`src/rtl/rxrq_pkg.sv`:
```
`timescale 1ns/1ps
package rxrq_pkg;

    // register bit placement
    localparam int WM_LSB    = 16;
    localparam int CNT_LSB   = 24;
    localparam int IDLE_LSB  = 10;
    localparam int TXFL_BIT  = 15;
    localparam int RXFL_BIT  = 14;
    localparam int DMAEN_BIT = 0;
    localparam int RIE_BIT   = 1;

    // idle timer sizing: selector 7 -> 64 characters
    localparam int IDLE_SW   = 3;
    localparam int IDLE_CW   = 7;

    typedef enum logic {
        SEL_WM   = 1'b0,
        SEL_CTRL = 1'b1
    } reg_sel_e;

    typedef struct packed {
        logic [IDLE_SW-1:0] idle_sel;
        logic               dma_en;
        logic               rx_ie;
    } ctrl_t;

    typedef struct packed {
        logic rdrf;
        logic dma_req;
        logic irq;
    } req_t;

    // number of idle character times selected by a nonzero selector
    function automatic logic [IDLE_CW-1:0] idle_target(input logic [IDLE_SW-1:0] sel);
        logic [IDLE_CW-1:0] t;
        if (sel == '0) t = '0;
        else           t = IDLE_CW'(1) << (sel - IDLE_SW'(1));
        return t;
    endfunction

endpackage

```
`src/rtl/rxrq_regs.sv`:
```
`timescale 1ns/1ps
module rxrq_regs
    import rxrq_pkg::*;
#(
    parameter int WM_W  = 4,
    parameter int CNT_W = 5
) (
    input  logic             clk,
    input  logic             rst,
    input  logic             wr,
    input  logic             addr,
    input  logic [31:0]      wdata,
    input  logic [CNT_W-1:0] count,
    output logic [31:0]      rdata,
    output logic [WM_W-1:0]  wm_o,
    output ctrl_t            ctrl_o,
    output logic             flush_tx_o,
    output logic             flush_rx_o
);

    logic [WM_W-1:0] wm_q;
    ctrl_t           ctrl_q;
    logic            ftx_q, frx_q;
    logic            wr_wm, wr_ctrl;

    assign wr_wm   = wr && (reg_sel_e'(addr) == SEL_WM);
    assign wr_ctrl = wr && (reg_sel_e'(addr) == SEL_CTRL);

    always_ff @(posedge clk) begin
        if (rst) begin
            wm_q   <= '0;
            ctrl_q <= '0;
            ftx_q  <= 1'b0;
            frx_q  <= 1'b0;
        end else begin
            ftx_q <= wr_ctrl && wdata[TXFL_BIT];
            frx_q <= wr_ctrl && wdata[RXFL_BIT];
            if (wr_wm)
                wm_q <= wdata[WM_LSB +: WM_W];
            if (wr_ctrl) begin
                ctrl_q.idle_sel <= wdata[IDLE_LSB +: IDLE_SW];
                ctrl_q.dma_en   <= wdata[DMAEN_BIT];
                ctrl_q.rx_ie    <= wdata[RIE_BIT];
            end
        end
    end

    always_comb begin
        rdata = '0;
        if (reg_sel_e'(addr) == SEL_WM) begin
            rdata[WM_LSB +: WM_W]   = wm_q;
            rdata[CNT_LSB +: CNT_W] = count;
        end else begin
            rdata[IDLE_LSB +: IDLE_SW] = ctrl_q.idle_sel;
            rdata[DMAEN_BIT]           = ctrl_q.dma_en;
            rdata[RIE_BIT]             = ctrl_q.rx_ie;
        end
    end

    assign wm_o       = wm_q;
    assign ctrl_o     = ctrl_q;
    assign flush_tx_o = ftx_q;
    assign flush_rx_o = frx_q;


    flush_rx_src_chk: assert property (@(posedge clk) disable iff (rst)
        frx_q |-> $past(wr && addr && wdata[RXFL_BIT]));


    flush_tx_src_chk: assert property (@(posedge clk) disable iff (rst)
        ftx_q |-> $past(wr && addr && wdata[TXFL_BIT]));

endmodule

```
`src/rtl/rxrq_idle.sv`:
```
`timescale 1ns/1ps
module rxrq_idle
    import rxrq_pkg::*;
(
    input  logic               clk,
    input  logic               rst,
    input  logic [IDLE_SW-1:0] sel,
    input  logic               char_tick,
    input  logic               start_bit,
    input  logic               fifo_empty,
    output logic               idle_hit_o
);

    logic [IDLE_CW-1:0] cnt_q;
    logic [IDLE_CW-1:0] target;
    logic               enabled;

    assign target  = idle_target(sel);
    assign enabled = (sel != '0);

    always_ff @(posedge clk) begin
        if (rst || start_bit || fifo_empty || !enabled)
            cnt_q <= '0;
        else if (char_tick && (cnt_q < target))
            cnt_q <= cnt_q + IDLE_CW'(1);
    end

    assign idle_hit_o = enabled && !fifo_empty && (cnt_q >= target);


    idle_restart_chk: assert property (@(posedge clk) disable iff (rst)
        start_bit |=> (cnt_q == '0));


    idle_empty_hold_chk: assert property (@(posedge clk) disable iff (rst)
        fifo_empty |=> (cnt_q == '0));


    idle_step_chk: assert property (@(posedge clk) disable iff (rst)
        (!char_tick && !start_bit && !fifo_empty && enabled && $stable(sel)) |=> $stable(cnt_q));

endmodule

```
`src/rtl/rxrq_req.sv`:
```
`timescale 1ns/1ps
module rxrq_req
    import rxrq_pkg::*;
#(
    parameter int WM_W  = 4,
    parameter int CNT_W = 5
) (
    input  logic             clk,
    input  logic             rst,
    input  logic [CNT_W-1:0] count,
    input  logic [WM_W-1:0]  wm,
    input  logic             idle_hit,
    input  ctrl_t            ctrl,
    output req_t             req_o
);

    logic thr_hit;
    logic flag_d;
    req_t req_q;

    assign thr_hit = count > CNT_W'(wm);
    assign flag_d  = thr_hit || idle_hit;

    always_ff @(posedge clk) begin
        if (rst) begin
            req_q <= '0;
        end else begin
            req_q.rdrf    <= flag_d;
            req_q.dma_req <= flag_d && ctrl.dma_en;
            req_q.irq     <= flag_d && !ctrl.dma_en && ctrl.rx_ie;
        end
    end

    assign req_o = req_q;


    thr_raise_chk: assert property (@(posedge clk) disable iff (rst)
        thr_hit |=> req_q.rdrf);


    flag_drop_chk: assert property (@(posedge clk) disable iff (rst)
        (!thr_hit && !idle_hit) |=> !req_q.rdrf);


    route_excl_chk: assert property (@(posedge clk) disable iff (rst)
        !(req_q.dma_req && req_q.irq));


    route_follow_chk: assert property (@(posedge clk) disable iff (rst)
        (req_q.dma_req || req_q.irq) |-> req_q.rdrf);

endmodule

```
`src/rtl/rx_fifo_req_gen.sv`:
```
`timescale 1ns/1ps
module rx_fifo_req_gen
    import rxrq_pkg::*;
#(
    parameter int DEPTH = 16,
    localparam int WM_W  = $clog2(DEPTH),
    localparam int CNT_W = $clog2(DEPTH + 1)
) (
    input  logic             clk,
    input  logic             rst,
    input  logic [CNT_W-1:0] rx_count,
    input  logic             rx_empty,
    input  logic             char_tick,
    input  logic             start_bit,
    input  logic             reg_wr,
    input  logic             reg_addr,
    input  logic [31:0]      reg_wdata,
    output logic [31:0]      reg_rdata,
    output logic             rdrf,
    output logic             dma_req,
    output logic             irq,
    output logic             flush_tx,
    output logic             flush_rx
);

    logic [WM_W-1:0] wm;
    ctrl_t           ctrl;
    logic            idle_hit;
    req_t            req;

    rxrq_regs #(.WM_W(WM_W), .CNT_W(CNT_W)) u_regs (
        .clk        (clk),
        .rst        (rst),
        .wr         (reg_wr),
        .addr       (reg_addr),
        .wdata      (reg_wdata),
        .count      (rx_count),
        .rdata      (reg_rdata),
        .wm_o       (wm),
        .ctrl_o     (ctrl),
        .flush_tx_o (flush_tx),
        .flush_rx_o (flush_rx)
    );

    rxrq_idle u_idle (
        .clk        (clk),
        .rst        (rst),
        .sel        (ctrl.idle_sel),
        .char_tick  (char_tick),
        .start_bit  (start_bit),
        .fifo_empty (rx_empty),
        .idle_hit_o (idle_hit)
    );

    rxrq_req #(.WM_W(WM_W), .CNT_W(CNT_W)) u_req (
        .clk      (clk),
        .rst      (rst),
        .count    (rx_count),
        .wm       (wm),
        .idle_hit (idle_hit),
        .ctrl     (ctrl),
        .req_o    (req)
    );

    assign rdrf    = req.rdrf;
    assign dma_req = req.dma_req;
    assign irq     = req.irq;


    empty_no_idle_chk: assert property (@(posedge clk) disable iff (rst)
        rx_empty |-> !idle_hit);

endmodule

```
`config.mk`:
```
export PLATFORM = sky130hd
export DESIGN_NAME = rx_fifo_req_gen
export DESIGN_NICKNAME = d
export VERILOG_FILES = /design/src/rtl/rxrq_pkg.sv /design/src/rtl/rxrq_regs.sv /design/src/rtl/rxrq_idle.sv /design/src/rtl/rxrq_req.sv /design/src/rtl/rx_fifo_req_gen.sv
export SDC_FILE = /design/constraint.sdc
export NUM_CORES = 1
export LEC_CHECK = 0
export ABC_AREA = 1
export BUFFER_PORTS_ARGS = -buffer_cell sky130_fd_sc_hd__buf_2
export CAP_MARGIN = 5
export CORE_MARGIN = 8
export CORE_UTILIZATION = 41
export CTS_CLUSTER_DIAMETER = 100
export DETAILED_ROUTE_END_ITERATION = 10
export PLACE_DENSITY = 0.89
export SLEW_MARGIN = 0
export SYNTH_ARGS = -nofsm -noshare
export SYNTH_HDL_FRONTEND = slang
export SYNTH_HIERARCHICAL = 1
export SYNTH_SLANG_ARGS = --single-unit
```
`constraint.sdc`:
```
create_clock -name clk -period 2 [get_ports clk]
set_clock_uncertainty 0.2 [all_clocks]
set_input_delay 0.2 -clock clk [delete_from_list [all_inputs] [get_ports clk]]
set_output_delay 0.2 -clock clk [all_outputs]
set_load 0.005 [all_outputs]
```
==> metrics <==
critical path required time=1.97 ns; Max Root-Sink Buffers=2; main combinational cell family by area after synthesis=simple AND/OR/NAND/NOR gates; arithmetic-cell share of the synthesized area counting full adders, half adders and majority gates=9.70%; leakage power figure=0.00109 uW; slowest library cell on the worst path=sky130_fd_sc_hd__dfxtp_4; CTS H-tree depth=1; final instance area=1950 sq um; arrival time at the worst endpoint=1.89 ns; sequential share of the synthesized area=27.2%; internal power component=659 uW; final net count=354; mux cell area share after synthesis=0%; Buffers on Ports=41; top post-synthesis cells by count=sky130_fd_sc_hd__inv_1, sky130_fd_sc_hd__nand2_1, sky130_fd_sc_hd__nor2_1; final worst path period share=95.6%; via count of the first global-routing pass=1390; final critical path time including I/O delays and setup=1.91 ns; worst hold slack after final layout=0.0210 ns; final wirelength=3720 um; TritonCTS Buffers=3; final routed DRC violation total=0; Net Sw Power=277 uW; number of fillers in the final layout=346; portion of total power attributed to the clock network=31.0%; result of the run=complete, no violations; relative area change from synthesis to final layout=25.9%; area inside the core boundary=3630 sq um; area fraction in compound gates after synthesis=2.99%; final weighted congestion in routability-driven placement=0.840; Syn Std Cell Area=1550 sq um; combinational cell fraction of total power=21.5%; per-cell routed wire length=10.8 um; reg2reg end=u_req/req_o[1]; Synth Area in XOR/XNOR=1.13%; gr busiest metal=met2; all-layer global routing usage=11.7%; latest clock arrival within the worst-skew pair=0.27 ns; largest fanout on the critical path=5; part of the power in registers=47.5%; half-perimeter wire length after detailed placement=2810 um; global-route met1 utilization=13.4%; pwr/cell area=480 nW/um^2; Cells on Worst Hold Path=2; Startpoint Class=register; total of warnings raised by yosys=6; met2 capacity usage during global routing=20.1%; series of cell instances along the critical path=inv_2 > buf_4 > nor3_1 > ha_1 > inv_1 > nand3_1 > nand2_1 > nand2_2 > nand3_1 > nand3_1 > inv_1 > inv_1 > nand2_1 > nand2_2 > nor2_1; antenna diode instance count=0; Hold Crit Start=rst; initial antenna violation count=0; total of flip-flops plus latches after synthesis=21; Final setup violation count=0; clock-pin slew on the worst setup and hold paths=0.08 ns; register-to-register path setup slack=0.09 ns; remaining global-route overflow=0; largest area contributor in the netlist=sky130_fd_sc_hd__dfxtp_1; first-pass GRT wire length=6020 um; Vias=1528; count of endpoints failing hold in the final timing report=0; max_cap viols=0; Async S/R FF share, synth=0%; IR Drop Worst-Case VDD=0.348 mV; Post-Synth Simple-Gate Area=36.0%; met3 demand-to-capacity share in global routing=2.88%; DRT iter0 DRCs=77; placement-stage cell area=1760 sq um; predominant post-synthesis flop cell=sky130_fd_sc_hd__dfxtp_1; starting density of the core=42.6%; stage delay of the slowest cell on the critical path=0.38 ns; top-level port count=81; fraction of post-synthesis cell area in the top cell type by area=27.2%; ratio of cells with drive above 1 in the final layout=25.3%; pin count of the biggest net entering global routing=23; via count normalized by instance count=4.43; most area-consuming cells after synthesis=sky130_fd_sc_hd__dfxtp_1, sky130_fd_sc_hd__inv_1, sky130_fd_sc_hd__nand2_1; Worst R2R Start=u_regs/ctrl_o[2]; Die X-Extent=77.4 um; number of synthesized flops with an enable pin=0; number of cells traversed by the worst register-to-register path=15; type of the worst setup path=reg2reg; Endpoint, Worst Hold=u_regs/ctrl_o[3]; TritonCTS clock tree=yes; switching power share of the total=29.6%; number of cells produced by synthesis=242; detailed-routing iteration count for the pre-antenna-repair pass=5; post-synthesis cell type count=18; Total Die Area=6000 sq um; row count=22; die boundary height=77.4 um; maximum clock frequency=0.523 GHz; share of the core filled with cells in the final layout=53.6%; Hold Crit Class=in2reg; element type at the critical path end=register; antenna violation net count after detailed routing=0; CTS sink cnt=21; average cell area after synthesis=6.40 sq um; number of max-slew violations in the final report=0; total power=936 uW; Clk Tree Root Cell=sky130_fd_sc_hd__clkbuf_8
## through the flow
step           setup WS, ns  instances  TNS (ns)
6_report             0.0873        345         0
3_5_place_dp         0.0342        332         0
5_1_grt             -0.0445        345    -0.220
4_1_cts              0.0159        343         0
3_3_place_gp         0.0582        332         0
2_1_floorplan        0.0552        259         0
## state kept, by name, summed over array words and instances, names as in the netlist
name,flops
u_regs/flush_rx_o,1
u_regs/wm_o,4
u_regs/ctrl_o,5
u_idle/cnt_q,7
u_req/req_o,3
u_regs/flush_tx_o,1
## per-layer routing
layer  share of wire [%]  up-vias
met4                 2.0        0
li1                    -      804
met1                  42      668
met3                 5.7        7
met5                   0        -
met2                  50       49
## logic make-up after synthesis
kind of cell,after synthesis
fa+ha+maj,12
buf+inv,73
other cells,1
simple gates,126
compound gates,7
xor+xnor,2
flops,21
## power by group through the flow
stage	Sequential, uW	Clock [uW]	Combinational, uW
6_report	444	290	202
5_1_grt	447	317	230
4_1_cts	445	297	189
3_5_place_dp	455	0	178
3_3_place_gp	454	0	173
2_1_floorplan	453	0	139
## critical path, delay by kind of cell, from the launching register on
family        cells  cell delay, ns
fa+ha+maj         1            0.20
buf+inv           5            0.32
flops             1            0.38
simple gates      9            0.74
## layout make-up
class | instances | area [sq um] | area share (%)
Sequential cell | 21 | 429 | 22.0
Clock inverter | 1 | 5.00 | 0.257
Timing Repair Buffer | 55 | 335 | 17.2
Clock buffer | 3 | 41.3 | 2.12
Tap cell | 48 | 60.1 | 3.08
Inverter | 52 | 195 | 10.0
Multi-Input combinational cell | 165 | 882 | 45.3
## worst max-delay path by stage
stage | startpoint | end | slack (ns) | depth (start not counted)
finish | u_regs/ctrl_o[2] | u_req/req_o[1] | 0.09 | 15
global route | u_regs/ctrl_o[2] | u_idle/cnt_q[1] | -0.04 | 13
CTS | u_regs/ctrl_o[2] | u_idle/cnt_q[6] | 0.02 | 11
detailed placement | u_regs/ctrl_o[2] | u_idle/cnt_q[6] | 0.03 | 11
global placement | u_regs/ctrl_o[3] | u_req/req_o[1] | 0.06 | 12
floorplan | u_regs/ctrl_o[2] | u_req/req_o[1] | 0.06 | 14
## layout by cell type, fill, tap and decap left out, drive strengths merged
cell	Yosys	layout
inv	52	52
conb	1	18
clkbuf	0	3
clkinv	0	1
ha	12	12
xor2	2	2
nor3	4	4
nand3	24	24
nand2	54	54
dlygate4sd3	0	7
a21oi	7	7
nand4	4	4
nor2	40	40
dfxtp	21	21
buf	21	48
## what timing repair did
item                                    CTS  global route
pin swaps                                 0             3
setup buffers                             0             2
endpoints found under the hold margin     7             0
endpoints found under the setup margin    3            10
resized for setup                         1            15
hold buffers                              7             0
Power figures use the tool's default switching activity.
